## src/rtl/tdm_win_pkg.sv

```systemverilog
`timescale 1ns/1ps
package tdm_win_pkg;
    typedef enum logic [1:0] {
        ST_IDLE = 2'd0,
        ST_WAIT = 2'd1,
        ST_RUN  = 2'd2,
        ST_DONE = 2'd3
    } slot_state_e;
endpackage

```

## src/rtl/tdm_win_cfg.sv

```systemverilog
`timescale 1ns/1ps
module tdm_win_cfg #(
    parameter int SIZE_W = 4,
    parameter int OFF_W  = 10,
    parameter int GRAN   = 8,
    parameter int LEN_W  = 8
) (
    input  logic              clk,
    input  logic              rst_n,
    input  logic              load,
    input  logic [SIZE_W-1:0] size_in,
    input  logic [OFF_W-1:0]  off_in,
    output logic [OFF_W-1:0]  off_q,
    output logic [LEN_W-1:0]  win_len
);
    logic [SIZE_W-1:0] size_q;

    always_ff @(posedge clk or negedge rst_n) begin
        if (!rst_n) begin
            size_q <= '0;
            off_q  <= '0;
        end else if (load) begin
            size_q <= size_in;
            off_q  <= off_in;
        end
    end

    assign win_len = LEN_W'(GRAN) * (LEN_W'(size_q) + LEN_W'(1));
endmodule

```

## src/rtl/tdm_slot_fsm.sv

```systemverilog
`timescale 1ns/1ps
module tdm_slot_fsm
    import tdm_win_pkg::*;
#(
    parameter int CHAN_W = 10
) (
    input  logic              clk,
    input  logic              rst_n,
    input  logic              enable,
    input  logic              frame_sync,
    input  logic              slot_strobe,
    output slot_state_e       state_q,
    output logic [CHAN_W-1:0] cnt_q,
    output logic              cfg_load,
    output logic              running
);
    localparam logic [CHAN_W-1:0] LAST_CHAN = {CHAN_W{1'b1}};

    slot_state_e state_d;

    always_ff @(posedge clk or negedge rst_n) begin
        if (!rst_n) state_q <= ST_IDLE;
        else        state_q <= state_d;
    end

    always_comb begin
        state_d = state_q;
        if (!enable) begin
            state_d = ST_IDLE;
        end else begin
            unique case (state_q)
                ST_IDLE: state_d = ST_WAIT;
                ST_WAIT: if (frame_sync) state_d = ST_RUN;
                ST_RUN: begin
                    if (frame_sync)
                        state_d = ST_RUN;
                    else if (slot_strobe && cnt_q == LAST_CHAN)
                        state_d = ST_DONE;
                end
                ST_DONE: if (frame_sync) state_d = ST_RUN;
                default: state_d = ST_IDLE;
            endcase
        end
    end

    always_ff @(posedge clk or negedge rst_n) begin
        if (!rst_n)
            cnt_q <= '0;
        else if (!enable || state_q == ST_IDLE)
            cnt_q <= '0;
        else if (frame_sync)
            cnt_q <= '0;
        else if (state_q == ST_RUN && slot_strobe && cnt_q != LAST_CHAN)
            cnt_q <= cnt_q + CHAN_W'(1);
    end

    always_comb begin
        cfg_load = (state_q == ST_IDLE);
        running  = (state_q == ST_RUN);
    end


    sync_clears_chk: assert property (@(posedge clk) disable iff (!rst_n)
        (enable && frame_sync && state_q != ST_IDLE) |=> (state_q == ST_RUN && cnt_q == '0));


    end_holds_chk: assert property (@(posedge clk) disable iff (!rst_n)
        (enable && !frame_sync && slot_strobe && state_q == ST_RUN && cnt_q == LAST_CHAN)
        |=> (state_q == ST_DONE && cnt_q == LAST_CHAN));


    disarm_chk: assert property (@(posedge clk) disable iff (!rst_n)
        !enable |=> (state_q == ST_IDLE && cnt_q == '0));
endmodule

```

## src/rtl/tdm_win_decode.sv

```systemverilog
`timescale 1ns/1ps
module tdm_win_decode #(
    parameter int CHAN_W  = 10,
    parameter int WIN_MAX = 128,
    parameter int LEN_W   = 8,
    parameter int IDX_W   = 7
) (
    input  logic [CHAN_W-1:0]  cnt,
    input  logic [CHAN_W-1:0]  off,
    input  logic [LEN_W-1:0]   win_len,
    input  logic [WIN_MAX-1:0] mask,
    input  logic               running,
    output logic [IDX_W-1:0]   idx,
    output logic               active
);
    logic [CHAN_W:0] rel;
    logic            in_win;

    always_comb begin
        rel    = {1'b0, cnt} - {1'b0, off};
        in_win = !rel[CHAN_W] && (rel < (CHAN_W+1)'(win_len));
        idx    = in_win ? rel[IDX_W-1:0] : '0;
        active = running && in_win && mask[idx];
    end
endmodule

```

## src/rtl/tdm_slot_window.sv

```systemverilog
`timescale 1ns/1ps
module tdm_slot_window
    import tdm_win_pkg::*;
#(
    parameter int CHAN_W  = 10,
    parameter int WIN_MAX = 128,
    parameter int GRAN    = 8,
    parameter int SIZE_W  = 4
) (
    input  logic                        clk,
    input  logic                        rst_n,
    input  logic                        enable,
    input  logic                        frame_sync,
    input  logic                        slot_strobe,
    input  logic [SIZE_W-1:0]           cfg_wsize,
    input  logic [CHAN_W-1:0]           cfg_woff,
    input  logic [WIN_MAX-1:0]          sel_mask,
    output logic [CHAN_W-1:0]           chan_num,
    output logic                        chan_active,
    output logic [$clog2(WIN_MAX)-1:0]  win_index,
    output logic [$clog2(WIN_MAX+1)-1:0] win_words
);
    localparam int IDX_W = $clog2(WIN_MAX);
    localparam int LEN_W = $clog2(WIN_MAX + 1);

    slot_state_e       state;
    logic              cfg_load;
    logic              running;
    logic [CHAN_W-1:0] win_off;

    tdm_slot_fsm #(.CHAN_W(CHAN_W)) u_fsm (
        .clk(clk), .rst_n(rst_n), .enable(enable),
        .frame_sync(frame_sync), .slot_strobe(slot_strobe),
        .state_q(state), .cnt_q(chan_num),
        .cfg_load(cfg_load), .running(running)
    );

    tdm_win_cfg #(.SIZE_W(SIZE_W), .OFF_W(CHAN_W), .GRAN(GRAN), .LEN_W(LEN_W)) u_cfg (
        .clk(clk), .rst_n(rst_n), .load(cfg_load),
        .size_in(cfg_wsize), .off_in(cfg_woff),
        .off_q(win_off), .win_len(win_words)
    );

    tdm_win_decode #(.CHAN_W(CHAN_W), .WIN_MAX(WIN_MAX), .LEN_W(LEN_W), .IDX_W(IDX_W)) u_dec (
        .cnt(chan_num), .off(win_off), .win_len(win_words),
        .mask(sel_mask), .running(running),
        .idx(win_index), .active(chan_active)
    );


    cfg_frozen_chk: assert property (@(posedge clk) disable iff (!rst_n)
        (state != ST_IDLE) |=> ($stable(win_words) && $stable(win_off)));


    act_maps_mask_chk: assert property (@(posedge clk) disable iff (!rst_n)
        chan_active |-> (sel_mask[win_index] && chan_num == win_off + CHAN_W'(win_index)));


    act_inside_len_chk: assert property (@(posedge clk) disable iff (!rst_n)
        chan_active |-> (LEN_W'(win_index) < win_words && state == ST_RUN));
endmodule

```

## config.mk

```make
export PLATFORM = sky130hd
export DESIGN_NAME = tdm_slot_window
export DESIGN_NICKNAME = d
export VERILOG_FILES = /design/src/rtl/tdm_win_pkg.sv /design/src/rtl/tdm_win_cfg.sv /design/src/rtl/tdm_slot_fsm.sv /design/src/rtl/tdm_win_decode.sv /design/src/rtl/tdm_slot_window.sv
export SDC_FILE = /design/constraint.sdc
export NUM_CORES = 1
export LEC_CHECK = 0
export CAP_MARGIN = 20
export CORE_MARGIN = 3
export CORE_UTILIZATION = 37
export CTS_BUF_LIST = sky130_fd_sc_hd__clkbuf_4
export DETAILED_ROUTE_END_ITERATION = 8
export PLACE_DENSITY = 0.78
export SETUP_SLACK_MARGIN = 0.02
export SYNTH_ARGS = -nofsm -noshare
export SYNTH_HDL_FRONTEND = slang
export SYNTH_SLANG_ARGS = --single-unit
```

## constraint.sdc

```tcl
create_clock -name clk -period 5.4 [get_ports clk]
set_input_delay 1.08 -clock clk [delete_from_list [all_inputs] [get_ports clk]]
set_output_delay 1.08 -clock clk [all_outputs]
set_load 0.05 [all_outputs]
```

Word-level counts from Yosys, hierarchy flattened:

Index checks and enable logic that the tools add are counted.
Widths: inputs -> output; s select.

* register bits: 26
* input bits: 147
* output and inout port bits: 26
* logic and storage cells: 40

* $add $sub $neg: 3
* magnitude comparators: 2
* eq/ne operators: 7
* muxes and demuxes: 11
* reductions and logical operators: 13

Operators with widths (number)
* $mux 10: 3
* $lt 11x8->1: 1
* $sub 10x10->11: 1
* $add 10x1->10 const B: 1
* $eq 10x10->1 const B: 1
* $ne 10x10->1 const B: 1
* $lt 7x8->1 const B: 1
* $mux 2: 4
* $bmux 1 s7: 1
* $mux 7: 1
* $logic_and 1x1->1: 6
* $pmux 2 s3: 1
* $add 4x1->5 const B: 1
* $eq 2x2->1 const B: 2
* $ne 4x4->1 const B: 1
* $ne 3x2->1 const B: 1
* $reduce_bool 3->1: 1
* $eq 2x1->1 const B: 1
* $logic_not 1->1: 2
* $logic_not 2->1: 1
* $reduce_and 2->1: 1
* $reduce_or 2->1: 1
* $logic_or 1x1->1: 1
* $mux 1: 1

Depth between registers and ports, before layout:

* word-level depth: 7
* depth in mapped cells: 20
* depth with buffers taken out: 19

By module:

A second synthesis with hierarchy kept.

* cells, all modules: 391
* area total of the unflattened synthesis: 3345.7 um^2

By module, submodules not included
* tdm_win_decode: instances 1, cells an instance 281, area each 2033.2 um^2
* tdm_slot_fsm: instances 1, cells an instance 69, area each 674.4 um^2
* tdm_win_cfg: instances 1, cells an instance 41, area each 638.1 um^2

Least setup slack after synthesis:

Ideal clock, no wire load.

* path type: reg-to-output
* start point: reg u_fsm.cnt_q[0]
* end point: out chan_active
* arrival time: 5.919 ns
* required time: 4.320 ns
* path slack: -1.599 ns
* stages on the path, launching flop included: 19
* buffers on the path: 0
* cell sequence: dfrtp_1 inv_1 ha_1 inv_1 fa_1 a211oi_1 o21a_1 nor2_1 xnor2_1 inv_1 ha_1 or4_1 a21oi_4 o2111ai_4 nor3_4 o311a_1 o21ai_0 or4_4 a2111oi_2

* cells in the longest elaborated chain, start to end: 7
* elaborated cells between the ends (all ways): 9

Ends and longest elaborated chain
* start: declaration: line tdm_slot_fsm.sv:13 `output logic [CHAN_W-1:0] cnt_q,`
* start signal: assignment: line tdm_slot_fsm.sv:54 `cnt_q <= cnt_q + CHAN_W'(1);`
* $sub 10x10->11 *: line tdm_win_decode.sv:20 `rel = {1'b0, cnt} - {1'b0, off};`
* $lt 11x8->1 / $logic_not 1->1 (equally long branches): line tdm_win_decode.sv:21 `in_win = !rel[CHAN_W] && (rel < (CHAN_W+1)'(win_len));`
* $logic_and 1x1->1: line tdm_win_decode.sv:21
* $mux 7 *: line tdm_win_decode.sv:22 `idx = in_win ? rel[IDX_W-1:0] : '0;`
* named net win_index[1]: line tdm_slot_window.sv:20 `output logic [$clog2(WIN_MAX)-1:0] win_index,`
* $bmux 1 s7 *: line tdm_win_decode.sv:23 `active = running && in_win && mask[idx];`
* $mux 1 (implied by the code) *: line tdm_win_decode.sv:23
* $logic_and 1x1->1 *: line tdm_win_decode.sv:23
* end: declaration: line tdm_slot_window.sv:19 `output logic chan_active,`

The timed path passes the listed nets; every way through them passes the cells marked *. The select of a mux whose other input is x is not followed.

Worst setup path in the final report:

* start point: reg u_fsm.cnt_q[0]
* end point: out chan_active

* cells in the longest elaborated chain, start to end: 7
* elaborated cells between the ends (all ways): 9

Ends and longest elaborated chain (line)
* $sub 10x10->11 *: tdm_win_decode.sv:20
* $lt 11x8->1 / $logic_not 1->1 (equally long branches): tdm_win_decode.sv:21
* $logic_and 1x1->1: tdm_win_decode.sv:21
* $mux 7: tdm_win_decode.sv:22
* $bmux 1 s7: tdm_win_decode.sv:23
* $mux 1 (implied by the code): tdm_win_decode.sv:23
* $logic_and 1x1->1 *: tdm_win_decode.sv:23

Every way passes the cells marked *; elsewhere a longest branch is shown, timed or not. The select of a mux whose other input is x is not followed.

==> flow_summary.yaml <==
logic_synthesis:
  synth.largest_area_cell: "dfrtp_1"
  synth-edff-count: 0
  synth_fa_ha_area_share_pct: 7.02
  synthMuxAreaShare_pct: 17.1
  synthCells: 369
  yosysMostFrequentCell: "nand2_1"
  synth-simple-area-share_pct: 19.1
  synth_area_leaders: "dfrtp_1 (21%), mux4_2 (10%), ha_1 (6.4%)"
  ys_ff_latch: 26
  synth_top_family_by_area: "compound AO/OA/AOI/OAI gates"
  synthTopCellsByCount: "nand2_1 (46), dfrtp_1 (26), inv_1 (25), nor2_1 (25), o21ai_0 (24)"
  synth_top_area_share_pct: 20.7
  synthXorXnorAreaFrac_pct: 4.74
  synth_area_um2: 3140
  ys_warn_count: 0
  synth_compound_gate_area_share_pct: 24.7
  syn_area_per_cell_um2: 8.50
  yosysUniqueCellTypes: 68
  ys.flop_type: "dfrtp_1"
  synthArstFlopShare_pct: 100
  yosysSeqAreaShare_pct: 20.7
outcome:
  status: "complete, but fails checks"
  violations: "negative setup slack"
finish:
  finalNonFillerCells: 663
  antennaDiodeCount: 0
  postLayoutCellArea_um2: 5390
  final_nets: 726
  synthToLayoutAreaGrowth_pct: 71.7
  drive_above_1_share_pct: 18.0
timing:
  period_share_pct: 109
  setup_viol: 1
  fin_tns_setup_ns: -0.474
  fmax_ghz: 0.170
  relSlewSlack_pct: 40.1
  rsz0062_at_grt: "true"
  finalHoldViolCount: 0
  post-route-min-period_ns: 5.87
  finalClockSkew_ns: 0.00728
  maxSlewViolCount: 0
  worst_slew_pin_slew_ns: 0.892
  whs_ns: 0.557
  timing.final.ws_setup_ns: -0.474
die:
  ios: 173
  fp-row-count: 32
  die-height_um: 98.1
  core_area_um2: 7970
  start_util_pct: 39.4
  design.die.area_um2: 9620
  die_w_um: 98.1
placement:
  gp_congestion: 0.852
  dp.cells: 657
  portBuffers: 169
  hpwl_um: 10800
  dpl_cell_area_um2: 5310
clocking:
  clkTransAtPathRegs_ns: 0.15
  clkLatencyLatePin_ns: 0.33
  clk_path_buf_depth: 2
  clock-root-buffer: "clkbuf_4"
  cts_max_level: 1
  cts_tree: "done"
  cts_hold_buffers: 0
  cts_buffers: 3
  cts_sinks: 26
job:
  maxCapViolCount: 0
global_routing:
  grt_pass1_vias: 3880
  grt_pass1_wl_um: 20100
  grtUsageTotal_pct: 26.0
  antenna_found_initial: 0
  grt_start_max_net_pins: 33
  grt-ovfl-total: 0
setup_path:
  r2r_start: "u_fsm.cnt_q[3]"
  critPathMaxFanout: 4
  r2r_cells: 10
  endpoint: "chan_active"
  worst-r2r-setup-slack_ns: 2.82
  worst_setup_path_start_kind: "flip-flop"
  criticalPathCategory: "flip-flop to output pin"
  startpoint: "u_fsm.cnt_q[0]"
  endpoint_kind: "output pin"
  worst_ep_arrival_time_ns: 4.79
  required_ns: 4.32
  timing.rr.end: "u_fsm.cnt_q[8]"
detailed_routing:
  drt_iter0_drc: 236
  routed_wl_um: 12800
  num_vias: 3723
  wire_per_inst_um: 19.3
  first_pass_iters: 5
  ant_nets: 0
  viasPerCell: 5.62
  remaining_drc_errors: 0
power:
  p_leak_nw: 2.21
  vdd_ir_drop_max_v: 0.000202
  power_density_nw_per_um2: 195
hold_path:
  hp-class: "flip-flop to flip-flop"
==> through the flow <==
step	setup slack [ns]	util (%)	power [mW]
global route	-0.730	67.6	1.11
floorplan	-0.964	-	0.660
global placement	-0.0391	66.3	0.928
finish	-0.474	67.6	1.05
detailed placement	-0.122	66.7	0.944
CTS	-0.450	67.5	1.04
==> routing by layer <==
metal / track usage [%] / wire [um] / vias to the layer above
li1: - / - / 1764
met2: 44.9 / 6510 / 170
met1: 34.2 / 5340 / 1767
met5: 0 / 0 / -
met4: 6.18 / 255 / 0
met3: 4.00 / 718 / 22
==> area by class of cell <==
class                           instances  area (um2)
Clock buffer                            3        22.5
Multi-Input combinational cell        297        2380
Timing Repair Buffer                  207        2100
Fill cell                             639        2580
Tap cell                              102         128
Inverter                               27         101
Clock inverter                          1        3.75
Sequential cell                        26         652
==> report_power, final <==
group	total [mW]	switching [mW]	leakage, nW	internal, mW
combinational	0.737	0.390	1.86	0.347
clock	0.0878	0.0606	0.0154	0.0272
sequential	0.226	0.0119	0.332	0.214
==> worst max-delay path, cell delays in order, from the launching register on <==
cell and delay (ns):
dfrtp_2 0.43, inv_2 0.06, ha_4 0.13, inv_2 0.04, fa_2 0.36, a211oi_2 0.22, o21a_1 0.18, nor2_2 0.06
xnor2_2 0.16, inv_1 0.07, ha_2 0.17, or4_4 0.49, a21oi_4 0.16, o2111ai_4 0.17, buf_6 0.19, nor3_4 0.18
o311a_1 0.21, o21ai_2 0.06, or4_4 0.52, a2111oi_4 0.42, buf_12 0.19
==> cells by family (layout without fill, tap and decap cells) <==
group / Yosys count / in the layout
mux: 35 / 35
flops: 26 / 26
buf+inv: 48 / 238
fa+ha+maj: 17 / 17
compound gates: 106 / 106
simple gates: 119 / 119
other cells: 1 / 3
xor+xnor: 17 / 17
==> placed cells by master, fill, tap and decap left out, drive strengths merged, types with 3 or more instances in the layout <==
cell type      Yosys  layout
a211oi             6       6
clkinv             2       3
a221oi             6       6
a2111oi            3       3
a21oi             22      22
a21o               4       4
mux2               9       9
clkdlybuf4s50      0     161
and3               4       4
ha                16      16
nor2              25      25
mux4              14      14
xnor2              6       6
o32ai              4       4
nor2b              5       5
o21a               3       3
a211o              3       3
mux2i             12      12
o21ai             24      24
conb               1       3
clkbuf            12       3
or4                3       3
inv               25      25
nand3              9       9
xor2              11      11
nand4              5       5
and2               3       3
dfrtp             26      26
nor3               9       9
nand2             46      46
o2111ai            4       4
buf                9      46
==> worst min path at each step <==
| stage | end | depth (start not counted) | startpoint |
|---|---|---|---|
| after floorplan | u_cfg.off_q[2] | 2 | u_cfg.off_q[2] |
| after global placement | u_cfg.off_q[4] | 2 | u_cfg.off_q[4] |
| after detailed placement | u_cfg.size_q[1] | 1 | u_cfg.size_q[1] |
| after CTS | u_cfg.off_q[4] | 2 | u_cfg.off_q[4] |
| after global routing | u_cfg.size_q[1] | 1 | u_cfg.size_q[1] |
| final | u_cfg.off_q[4] | 2 | u_cfg.off_q[4] |
==> state kept, by name, summed over array words and instances (netlist names) <==
signal / cells
u_fsm.state_q: 2
u_cfg.off_q: 10
u_cfg.size_q: 4
u_fsm.cnt_q: 10
==> timing repair <==
item	in CTS	in global routing
resized for setup	5	3
setup buffers	2	0
pin swaps	11	3
endpoints found under the setup margin	1	1
Note: power is estimated with default switching activity, not from simulation.
